**config.mk**
```make
export PLATFORM = sky130hd
export DESIGN_NAME = prog_seq
export DESIGN_NICKNAME = d
export VERILOG_FILES = /design/src/rtl/prog_seq_pkg.sv /design/src/rtl/prog_seq_issue.sv /design/src/rtl/prog_seq_pc.sv /design/src/rtl/prog_seq_stack.sv /design/src/rtl/prog_seq.sv
export SDC_FILE = /design/constraint.sdc
export NUM_CORES = 1
export LEC_CHECK = 0
export ABC_AREA = 1
export ABC_CLOCK_PERIOD_IN_PS = 2300
export BUFFER_PORTS_ARGS = -buffer_cell sky130_fd_sc_hd__buf_2
export CAP_MARGIN = 20
export CORE_MARGIN = 2
export CORE_UTILIZATION = 31
export CTS_CLUSTER_SIZE = 10
export DETAILED_ROUTE_END_ITERATION = 8
export SLEW_MARGIN = 20
export SYNTH_ARGS = -nofsm -noshare
export SYNTH_HDL_FRONTEND = slang
export SYNTH_HIERARCHICAL = 1
export SYNTH_SLANG_ARGS = --single-unit
```
**constraint.sdc**
```tcl
create_clock -name clk -period 2.3 [get_ports clk]
set_clock_uncertainty 0.1 [all_clocks]
set_input_delay 0.46 -clock clk [delete_from_list [all_inputs] [get_ports clk]]
set_output_delay 0.46 -clock clk [all_outputs]
set_load 0.005 [all_outputs]
```
**src/rtl/prog_seq_pkg.sv**
```systemverilog
package prog_seq_pkg;
  localparam int CLW   = 4;
  localparam int NCOND = 4;

  typedef enum logic [CLW-1:0] {
    CL_SEQ  = 4'd0,
    CL_MEM  = 4'd1,
    CL_JMP  = 4'd2,
    CL_JZ   = 4'd3,
    CL_JOV  = 4'd4,
    CL_JC   = 4'd5,
    CL_JEQ  = 4'd6,
    CL_JREL = 4'd7,
    CL_LDPC = 4'd8,
    CL_PUSH = 4'd9,
    CL_POP  = 4'd10,
    CL_HALT = 4'd11
  } op_class_e;
endpackage

```
**src/rtl/prog_seq_issue.sv**
```systemverilog
module prog_seq_issue
  import prog_seq_pkg::*;
(
  input  logic           clk,
  input  logic           rst_n,
  input  logic           valid,
  input  logic [CLW-1:0] cls,
  output logic           ready,
  output logic           fire,
  output logic           halted
);
  logic halt_q;

  assign ready  = !halt_q;
  assign fire   = valid && ready;
  assign halted = halt_q;

  always_ff @(posedge clk) begin
    if (!rst_n)
      halt_q <= 1'b0;
    else if (fire && cls == CL_HALT)
      halt_q <= 1'b1;
  end
endmodule

```
**src/rtl/prog_seq_pc.sv**
```systemverilog
module prog_seq_pc
  import prog_seq_pkg::*;
#(
  parameter int PCW = 16,
  parameter int DW  = 16
) (
  input  logic             clk,
  input  logic             rst_n,
  input  logic             fire,
  input  logic [CLW-1:0]   cls,
  input  logic [PCW-1:0]   target,
  input  logic [NCOND-1:0] flags,
  input  logic [DW-1:0]    acc,
  output logic [PCW-1:0]   pc,
  output logic [PCW-1:0]   next_pc
);
  logic [PCW-1:0]   pc_q;
  logic [PCW-1:0]   pc_inc;
  logic [PCW-1:0]   pc_rel;
  logic [NCOND-1:0] cond_hit;
  logic             is_cond;

  assign pc_inc = pc_q + PCW'(1);
  assign pc_rel = pc_q + target;

  // one comparator per flag; class codes of the conditional jumps are consecutive
  for (genvar i = 0; i < NCOND; i++) begin : g_cond
    localparam logic [CLW-1:0] CODE = CLW'(int'(CL_JZ) + i);
    assign cond_hit[i] = (cls == CODE) && flags[i];
  end

  assign is_cond = (cls >= CL_JZ) && (cls <= CL_JEQ);

  always_comb begin
    next_pc = pc_inc;
    if (is_cond) begin
      next_pc = (|cond_hit) ? target : pc_inc;
    end else begin
      case (cls)
        CL_JMP:  next_pc = target;
        CL_JREL: next_pc = pc_rel;
        CL_LDPC: next_pc = PCW'(acc);
        CL_HALT: next_pc = pc_q;
        default: next_pc = pc_inc;
      endcase
    end
  end

  always_ff @(posedge clk) begin
    if (!rst_n)
      pc_q <= '0;
    else if (fire)
      pc_q <= next_pc;
  end

  assign pc = pc_q;
endmodule

```
**src/rtl/prog_seq_stack.sv**
```systemverilog
module prog_seq_stack
  import prog_seq_pkg::*;
#(
  parameter int AW = 8
) (
  input  logic           clk,
  input  logic           rst_n,
  input  logic           fire,
  input  logic [CLW-1:0] cls,
  input  logic [AW-1:0]  mem_ptr,
  output logic [AW-1:0]  sp,
  output logic [AW-1:0]  addr,
  output logic           we,
  output logic           re
);
  logic [AW-1:0] sp_q;
  logic [AW-1:0] sp_dn;
  logic          is_push;
  logic          is_pop;

  assign sp_dn   = sp_q - AW'(1);
  assign is_push = (cls == CL_PUSH);
  assign is_pop  = (cls == CL_POP);

  always_comb begin
    addr = '0;
    if (is_push)            addr = sp_q;
    else if (is_pop)        addr = sp_dn;
    else if (cls == CL_MEM) addr = mem_ptr;
  end

  assign we = fire && is_push;
  assign re = fire && is_pop;

  always_ff @(posedge clk) begin
    if (!rst_n)  sp_q <= '0;
    else if (we) sp_q <= sp_q + AW'(1);
    else if (re) sp_q <= sp_dn;
  end

  assign sp = sp_q;
endmodule

```
**src/rtl/prog_seq.sv**
```systemverilog
module prog_seq
  import prog_seq_pkg::*;
#(
  parameter int PCW = 16,
  parameter int OPW = 32,
  parameter int DW  = 16,
  parameter int AW  = 8
) (
  input  logic           clk,
  input  logic           rst_n,
  input  logic           instr_valid,
  output logic           instr_ready,
  input  logic [3:0]     op_class,
  input  logic [OPW-1:0] operand,
  input  logic           flag_z,
  input  logic           flag_ov,
  input  logic           flag_c,
  input  logic           flag_eq,
  input  logic [DW-1:0]  acc,
  output logic [PCW-1:0] pc,
  output logic [PCW-1:0] next_pc,
  output logic [DW-1:0]  save_pc,
  output logic [AW-1:0]  sp,
  output logic [AW-1:0]  dmem_addr,
  output logic           dmem_we,
  output logic           dmem_re,
  output logic           halted
);
  logic             fire;
  logic [NCOND-1:0] flags;

  // bit order follows the class order of the conditional jumps
  assign flags = {flag_eq, flag_c, flag_ov, flag_z};

  prog_seq_issue u_issue (
    .clk    (clk),
    .rst_n  (rst_n),
    .valid  (instr_valid),
    .cls    (op_class),
    .ready  (instr_ready),
    .fire   (fire),
    .halted (halted)
  );

  prog_seq_pc #(.PCW(PCW), .DW(DW)) u_pc (
    .clk     (clk),
    .rst_n   (rst_n),
    .fire    (fire),
    .cls     (op_class),
    .target  (PCW'(operand)),
    .flags   (flags),
    .acc     (acc),
    .pc      (pc),
    .next_pc (next_pc)
  );

  prog_seq_stack #(.AW(AW)) u_stack (
    .clk     (clk),
    .rst_n   (rst_n),
    .fire    (fire),
    .cls     (op_class),
    .mem_ptr (AW'(operand)),
    .sp      (sp),
    .addr    (dmem_addr),
    .we      (dmem_we),
    .re      (dmem_re)
  );

  assign save_pc = DW'(pc);
endmodule

```
==> flow_metrics.py, run 1 <==
metrics = {
    "status": {
        "outcome": "finished, violations left",
        "failed_checks": "setup timing",
    },
    "cells_and_area": {
        "layout.nets": 1014,
        "drive_above_1_share_pct": 41.2,
        "final_cell_area_sq_um": 6320,
        "syn2layout_area_growth_pct": 56.2,
        "final_cell_count_no_fill": 1107,
        "antenna_cells": 0,
    },
    "drt": {
        "drcViolationCount": 0,
        "vias": 5560,
        "vias_per_cell": 5.02,
        "wl_per_cell_um": 15.5,
        "wl_um": 17100,
        "drtIter0Drc": 410,
        "ant_nets": 0,
        "drt_pass1_iterations": 5,
    },
    "global_routing": {
        "grt_max_degree": 22,
        "first_global_vias": 5277,
        "grtUsageTotal_pct": 23.4,
        "overflow": 0,
        "grt_pass1_wl_um": 26400,
        "antenna_found_initial": 1,
    },
    "timing": {
        "hold_violations": 0,
        "setup_ws_ns": -0.330,
        "slew_viol_final": 0,
        "worstMarginPinSlew_ns": 0.635,
        "fin_crit_ns": 2.63,
        "finalSetupViolCount": 15,
        "rsz0062_at_grt": "true",
        "relSlewSlack_pct": 57.6,
        "fin_crit_sh_pct": 114,
        "finalSetupTns_ns": -3.19,
        "fmax_mhz": 380,
    },
    "synth": {
        "synth_edf_count": 0,
        "synth_area_leaders": "nand2_1 (22%), dfxtp_1 (12%), inv_1 (12%)",
        "synth_seq_cells": 25,
        "synth_common_cells": "nand2_1 (237), inv_1 (125), nor2_1 (65)",
        "synth_warnings": 6,
        "syn_area_sq_um": 4040,
        "yosysMostFrequentCell": "nand2_1",
        "yosysTopAreaCell": "nand2_1",
        "postSynth.asyncResetShare_pct": 0,
        "synth_fp_nets": 818,
        "ys_seq_area_share_pct": 12.4,
        "synth_top_area_share_pct": 22.0,
        "yosysUniqueCellTypes": 43,
        "netlist_instances": 740,
        "synth_area_per_cell_sq_um": 5.46,
        "synthFlopType": "dfxtp_1",
    },
    "clocking": {
        "cts_made_buffers": 3,
        "cts_buffer_depth": 2,
        "clock_latency_ns": 0.28,
        "cts_htree_levels": 1,
        "cts-root-buf": "clkbuf_16",
        "clkTransAtPathRegs_ns": 0.08,
        "ctsHoldBuffers": 0,
        "cts_tree": "built",
        "cts_sinks": 25,
    },
    "worst_setup_path": {
        "r2r-end": "u_pc/pc[6]",
        "path_cells": "ha_4 > inv_2 > fa_2 > inv_2 > nand3_2 > nand3_4 > nand3_2 > nand4_1 > nand3_2 > nand2_1 > nand2_1 > nand2_1 > buf_2",
        "max_stage_delay_ns": 0.37,
        "critical_path.slowest_cell": "dfxtp_2",
        "end_kind": "output pin",
        "crit_fanout": 3,
        "timing.reg2reg.setup_slack_ns": 0.15,
        "critPathLaunchType": "register",
        "cp.arrival_ns": 2.07,
        "worstReg2RegStart": "u_pc/pc[0]",
        "critPathKind": "register to output pin",
        "reg2regPathDepth": 15,
        "critPathRequiredTime_ns": 1.74,
    },
    "worst_hold_path": {
        "hold_depth": 3,
        "worstHoldEndpoint": "u_issue/halted",
        "holdCritStartpoint": "instr_valid",
        "holdCritPathClass": "primary input to register",
    },
    "flow_run": {
        "max-cap-violations": 0,
    },
    "die": {
        "boundaryPins": 127,
        "die_area_sq_um": 14000,
        "die_w_um": 118,
        "core_region_area_sq_um": 12700,
        "die_h_um": 118,
        "initial_core_util_pct": 31.9,
        "core.rowCount": 41,
    },
    "power_and_ir_drop": {
        "peakVddDrop_v": 0.000293,
        "p_leak_nw": 3.40,
        "pwr_density_cell_nw_per_um2": 370,
    },
    "placed_design": {
        "hpwlAfterDp_um": 12400,
        "place_congestion": 0.929,
        "dp_cells": 1083,
        "place_area_sq_um": 5330,
        "io_buffers": 110,
    },
}
[through the flow]
step           worst slack (ns)  utilization, %  total power, mW  hold slack [ns]
2_1_floorplan            0.0179               -             1.13            0.405
5_1_grt                  -0.411            49.9             2.51            0.335
3_5_place_dp             -0.443            42.0             1.58            0.379
4_1_cts                  -0.291            46.4             2.19            0.335
6_report                 -0.330            49.9             2.34            0.335
3_3_place_gp             -0.452            42.0             1.57            0.382
[per-layer routing]
metal,vias to the layer above,GRT usage (%),share of wire [%]
met5,-,0,0.041
met4,2,8.66,3.3
met3,46,4.49,8.6
met2,245,40.8,47
met1,2535,28.3,41
li1,2732,-,-
[registers in the layout, indices dropped and copies added (netlist names)]
register,count
u_issue/halted,1
u_stack/sp,8
u_pc/pc,16
[logic make-up (layout without fill, tap and decap cells)]
| kind of cell | after synthesis | after routing | share of synthesized area [%] |
|---|---|---|---|
| simple gates | 406 | 406 | 44.9 |
| buf+inv | 162 | 357 | 17.5 |
| compound gates | 118 | 118 | 17.0 |
| flops | 25 | 25 | 12.4 |
| fa+ha+maj | 19 | 19 | 6.06 |
| xor+xnor | 10 | 10 | 2.17 |
[layout by cell type, fill, tap and decap left out, types with 5 or more instances in the layout]
cell,instances
nand4_1,6
buf_6,9
nand3_1,44
o21ai_2,5
nand3_2,15
nand2_4,14
nand2_1,200
buf_2,106
a21oi_2,6
o21ai_1,19
nor2_4,11
xor2_1,9
buf_4,96
inv_2,16
inv_1,110
dfxtp_2,11
nor3_2,5
o211ai_1,18
buf_12,6
ha_4,16
nor2_1,56
nand3_4,9
o21ai_0,21
a21oi_1,35
nand2_2,30
dfxtp_1,13
[area by class of cell]
cell class,instances,area [sq um]
repair inverters,1,5.00
well taps,172,215
flip-flops and latches,25,518
fillers,1326,6350
clock inverters,1,5.00
clock buffers,3,75.1
inverters,133,522
multi-input cells,553,3490
repair buffers,219,1490
[worst max-delay path, delay by kind of cell (launching register included)]
family / cells / cell delay, ns
simple gates: 8 / 0.68
flops: 1 / 0.37
buf+inv: 3 / 0.25
fa+ha+maj: 2 / 0.51
[power by group]
group	internal, mW	total, mW	switching [mW]
logic	0.615	1.38	0.765
registers	0.469	0.510	0.0409
clock network	0.237	0.450	0.214
total	1.32	2.34	1.02
[repair_timing]
item / in CTS / in global routing
gates cloned: 0 / 1
setup endpoints to repair: 17 / 19
pin swaps: 25 / 34
buffers inserted: 11 / 13
resized for setup: 92 / 101
[worst max path at each step]
stage,start,endpoint,slack [ns],depth (start not counted)
2_1_floorplan,u_pc/pc[0],next_pc[12],0.02,13
3_3_place_gp,operand[0],next_pc[4],-0.45,14
3_5_place_dp,operand[0],next_pc[12],-0.44,15
4_1_cts,u_pc/pc[0],next_pc[4],-0.29,13
5_1_grt,u_pc/pc[0],next_pc[12],-0.41,14
6_report,u_pc/pc[0],next_pc[12],-0.33,13
No activity file was read; power rests on OpenSTA's default activity.
==> inputs of run 2 (changes only) <==
Settings changed: CAP_MARGIN 20 to 10, CORE_MARGIN 2 to 5.
==> flow_metrics.py, run 2 (synthesis results as in run 1) <==
metrics = {
    "placed_design": {
        "place_congestion": 0.940,
        "io_buffers": 110,
        "dp_slack_ns": -0.399,
        "dp_cells": 1079,
        "place_area_sq_um": 5300,
        "hpwlAfterDp_um": 12500,
    },
    "global_routing": {
        "first_global_vias": 5239,
        "grt_pass1_wl_um": 26000,
        "overflow": 0,
        "grt_max_degree": 19,
        "antenna_found_initial": 1,
        "grtUsageTotal_pct": 20.2,
    },
    "worst_hold_path": {
        "hold_depth": 3,
        "holdCritPathClass": "primary input to register",
        "holdCritStartpoint": "instr_valid",
        "worstHoldEndpoint": "u_issue/halted",
    },
    "worst_setup_path": {
        "end_kind": "output pin",
        "worstReg2RegStart": "u_pc/pc[1]",
        "critPathKind": "register to output pin",
        "cp.arrival_ns": 2.02,
        "reg2regPathDepth": 15,
        "timing.reg2reg.setup_slack_ns": -0.03,
        "crit_fanout": 3,
        "critPathRequiredTime_ns": 1.74,
        "critPathLaunchType": "register",
        "r2r-end": "u_pc/pc[3]",
    },
    "die": {
        "initial_core_util_pct": 31.8,
        "die_h_um": 124,
        "die_w_um": 124,
        "core.rowCount": 41,
        "boundaryPins": 127,
        "core_region_area_sq_um": 12700,
        "die_area_sq_um": 15400,
    },
    "clocking": {
        "cts_tree": "built",
        "cts_htree_levels": 1,
        "ctsHoldBuffers": 0,
        "cts-root-buf": "clkbuf_16",
        "clkTransAtPathRegs_ns": 0.08,
        "cts_made_buffers": 3,
        "cts_sinks": 25,
        "clock_latency_ns": 0.27,
        "cts_buffer_depth": 2,
    },
    "flow_run": {
        "max-cap-violations": 0,
    },
    "drt": {
        "wl_um": 16600,
        "vias": 5422,
        "drt_pass1_iterations": 5,
        "drcViolationCount": 0,
        "wl_per_cell_um": 15.1,
        "vias_per_cell": 4.93,
        "ant_nets": 0,
        "drtIter0Drc": 371,
    },
    "cells_and_area": {
        "utilization_pct": 47.2,
        "drive_above_1_share_pct": 36.9,
        "antenna_cells": 0,
        "layout.nets": 1006,
        "seq_area_sq_um": 517,
        "largest_register_ffs": 16,
        "final_cell_area_sq_um": 6000,
        "final_cell_mix": "nand2_1 (216), inv_1 (117), buf_2 (110)",
        "n_fill_cell": 1391,
        "multi_input_area_sq_um": 3300,
        "layout_commonest_cell": "nand2_1",
        "final_cell_count_no_fill": 1099,
        "syn2layout_area_growth_pct": 48.4,
    },
    "status": {
        "failed_checks": "setup timing",
        "outcome": "finished, violations left",
    },
    "power_and_ir_drop": {
        "peakVddDrop_v": 0.000224,
        "p_leak_nw": 3.30,
        "power_mw": 2.24,
        "pwr_density_cell_nw_per_um2": 373,
    },
    "timing": {
        "worstMarginPinSlew_ns": 0.648,
        "relSlewSlack_pct": 56.8,
        "fin_crit_ns": 2.58,
        "fin_crit_sh_pct": 112,
        "fmax_mhz": 387,
        "rsz0062_at_grt": "true",
        "finalSetupTns_ns": -3.08,
        "slew_viol_final": 0,
        "finalSetupViolCount": 16,
        "setup_ws_ns": -0.281,
        "hold_ws_ns": 0.348,
        "hold_violations": 0,
    },
}
run 2: critical path, stage by stage, from the launching register on:
cell	delay [ns]
dfxtp_2	0.36
ha_4	0.14
inv_2	0.03
fa_2	0.35
inv_2	0.09
nand2_1	0.07
nand3_2	0.11
nand2_2	0.07
nand2_1	0.07
nand2_1	0.06
nand3_2	0.07
nand2_1	0.06
nand2_1	0.08
nand2_1	0.05
buf_2	0.13
run 2: area by class of cell:
class / count / area share [%]
Multi-Input combinational cell: 553 / 55.0
Timing Repair Buffer: 212 / 23.0
Sequential cell: 25 / 8.61
Inverter: 133 / 8.49
Tap cell: 172 / 3.59
Clock buffer: 4 / 1.31
run 2: worst max-delay path by stage:
stage | slack [ns] | from | depth (start not counted) | end
global route | -0.38 | u_pc/pc[0] | 13 | next_pc[6]
finish | -0.28 | u_pc/pc[0] | 14 | next_pc[14]
global placement | -0.40 | operand[0] | 13 | next_pc[4]
detailed placement | -0.40 | operand[0] | 15 | next_pc[12]
CTS | -0.26 | u_pc/pc[0] | 12 | next_pc[4]
floorplan | 0.02 | u_pc/pc[0] | 13 | next_pc[12]
run 2: power breakdown:
part | total [mW] | internal, mW | switching [mW]
sequential | 0.506 | 0.467 | 0.0384
combinational | 1.30 | 0.579 | 0.723
clock | 0.433 | 0.239 | 0.195
run 2: routing by layer:
metal | up-vias | wire, um | global-route usage [%]
met4 | 2 | 448 | 5.42
li1 | 2717 | - | -
met1 | 2429 | 7250 | 25.5
met3 | 35 | 1270 | 3.73
met5 | - | 13 | 0
met2 | 239 | 7640 | 35.2
run 2: repair_timing:
item | in CTS | in global routing
setup endpoints to repair | 17 | 19
gates resized for setup | 79 | 41
setup buffers | 7 | 9
gates cloned | 0 | 0
pin swaps | 16 | 13
==> inputs of run 3 (changes only) <==
Settings changed: CTS_CLUSTER_DIAMETER set to 30, PLACE_DENSITY set to 0.62, REMOVE_ABC_BUFFERS set to 1.
==> flow_metrics.py, run 3 (synthesis results as in run 1) <==
metrics = {
    "global_routing": {
        "first_global_vias": 5109,
        "grt_max_degree": 19,
        "antenna_found_initial": 2,
        "grt-busiest-layer": "met2",
        "grtUsageTotal_pct": 20.1,
        "use_met2_pct": 34.9,
        "use_met3_pct": 3.90,
        "overflow": 0,
        "grt_use_met1_pct": 25.6,
        "grt_pass1_wl_um": 25700,
    },
    "placed_design": {
        "hpwlAfterDp_um": 12500,
        "dp_slack_ns": -0.427,
        "place_area_sq_um": 5320,
        "io_buffers": 110,
        "place_congestion": 1.00,
    },
    "timing": {
        "setup_ws_ns": -0.262,
        "rsz0062_at_grt": "true",
        "fin_crit_sh_pct": 111,
        "hold_violations": 0,
        "relSlewSlack_pct": 58.3,
        "fmax_mhz": 390,
        "slew_viol_final": 0,
        "finalSetupViolCount": 15,
        "fin_crit_ns": 2.56,
        "finalSetupTns_ns": -2.72,
        "worstMarginPinSlew_ns": 0.624,
    },
    "clocking": {
        "ctsHoldBuffers": 0,
        "cts_made_buffers": 3,
        "cts-root-buf": "clkbuf_16",
        "clock_latency_ns": 0.27,
        "clkTransAtPathRegs_ns": 0.08,
        "cts_htree_levels": 1,
        "cts_buffer_depth": 2,
        "cts_sinks": 25,
        "cts_tree": "built",
    },
    "worst_setup_path": {
        "path_cells": "ha_4 > inv_2 > fa_2 > inv_2 > nand3_2 > nand3_4 > nand3_4 > nand3_2 > nand2_1 > nand3_1 > nand2_1 > nand2_2 > nand2_2 > buf_6",
        "critPathKind": "register to output pin",
        "r2r-end": "u_pc/pc[2]",
        "critPathRequiredTime_ns": 1.74,
        "reg2regPathDepth": 13,
        "crit_fanout": 4,
        "max_stage_delay_ns": 0.36,
        "critical_path.slowest_cell": "dfxtp_2",
        "timing.reg2reg.setup_slack_ns": 0.29,
        "critPathLaunchType": "register",
        "cp.arrival_ns": 2.00,
        "worstReg2RegStart": "u_pc/pc[0]",
        "end_kind": "output pin",
    },
    "drt": {
        "wl_um": 16400,
        "vias": 5378,
        "ant_nets": 0,
        "drtIter0Drc": 350,
        "drt_pass1_iterations": 5,
        "wl_per_cell_um": 14.9,
        "vias_per_cell": 4.88,
        "drcViolationCount": 0,
    },
    "power_and_ir_drop": {
        "peakVddDrop_v": 0.000339,
        "pwr_density_cell_nw_per_um2": 370,
        "p_leak_nw": 3.30,
        "power_mw": 2.26,
    },
    "cells_and_area": {
        "n_fill_cell": 1364,
        "syn2layout_area_growth_pct": 50.8,
        "utilization_pct": 47.9,
        "layout_commonest_cell": "nand2_1",
        "antenna_cells": 0,
        "multi_input_area_sq_um": 3360,
        "final_cell_mix": "nand2_1 (212), inv_1 (115), buf_2 (109)",
        "largest_register_ffs": 16,
        "layout.nets": 1008,
        "seq_area_sq_um": 517,
        "drive_above_1_share_pct": 38.6,
        "final_cell_area_sq_um": 6100,
    },
    "worst_hold_path": {
        "worstHoldEndpoint": "u_issue/halted",
        "holdCritStartpoint": "instr_valid",
        "holdCritPathClass": "primary input to register",
        "hold_depth": 3,
    },
    "die": {
        "core_region_area_sq_um": 12700,
        "die_h_um": 124,
        "initial_core_util_pct": 31.8,
        "core.rowCount": 41,
        "die_area_sq_um": 15400,
        "boundaryPins": 127,
        "die_w_um": 124,
    },
    "status": {
        "outcome": "finished, violations left",
        "failed_checks": "setup timing",
    },
    "flow_run": {
        "max-cap-violations": 0,
    },
}
[run 3: cell count changes in the layout (fill, tap and decap cells not counted), moves of 3 or more]
| cell | change |
|---|---|
| inv_2 | +3 |
| nor3_1 | -3 |
| nand3_4 | +3 |
| nand2_2 | +4 |
| nor3_2 | +4 |
| nand3_1 | +4 |
| dfxtp_2 | +3 |
| nand3_2 | -7 |
| nand2_1 | -4 |
[run 3: worst max path at each step]
stage	from	to	slack [ns]	depth (start not counted)
floorplan	instr_valid	u_pc/pc[0]	-0.02	5
global placement	operand[0]	next_pc[10]	-0.41	15
detailed placement	operand[0]	next_pc[10]	-0.43	15
CTS	u_pc/pc[0]	next_pc[10]	-0.25	14
global route	u_pc/pc[0]	next_pc[12]	-0.37	14
finish	u_pc/pc[0]	next_pc[12]	-0.26	14
[run 3: layout make-up]
| type | instances | share of cell area [%] |
|---|---|---|
| Clock buffer | 3 | 1.23 |
| Timing Repair Buffer | 214 | 23.3 |
| Multi-Input combinational cell | 553 | 55.1 |
| Tap cell | 172 | 3.53 |
| Clock inverter | 1 | 0.0821 |
| Sequential cell | 25 | 8.47 |
| Inverter | 133 | 8.31 |
[run 3: what timing repair did]
| item | 4_1_cts | 5_1_grt |
|---|---|---|
| buffers inserted | 8 | 7 |
| gates cloned | 0 | 0 |
| hold endpoints to repair | 0 | 0 |
| pin swaps | 20 | 27 |
| resized for setup | 82 | 58 |
| endpoints found under the setup margin | 17 | 19 |
[run 3: report_power, final]
part / switching [mW] / leakage [nW] / internal (mW)
combinational: 0.724 / 3.05 / 0.589
clock: 0.202 / 0.0409 / 0.236
sequential: 0.0376 / 0.209 / 0.469
[run 3: worst max-delay path: cells and delay by family (launching register included)]
family	cells	cell delay (ns)
AND/OR/NAND/NOR	9	0.62
adder cells (fa/ha/maj)	2	0.50
buffers and inverters	3	0.24
flip-flops	1	0.36
[run 3: metal layers]
metal,vias up,wire length (um),share of wire (%)
met5,-,19,0.12
met4,4,368,2.2
met3,34,1210,7.4
met2,216,7650,47
met1,2403,7170,44
li1,2721,-,-
[run 3: through the flow]
step | hold slack, ns | cells
global route | 0.340 | 1101
detailed placement | 0.380 | 1082
finish | 0.341 | 1101
floorplan | 0.405 | 711
global placement | 0.384 | 1082
CTS | 0.339 | 1094
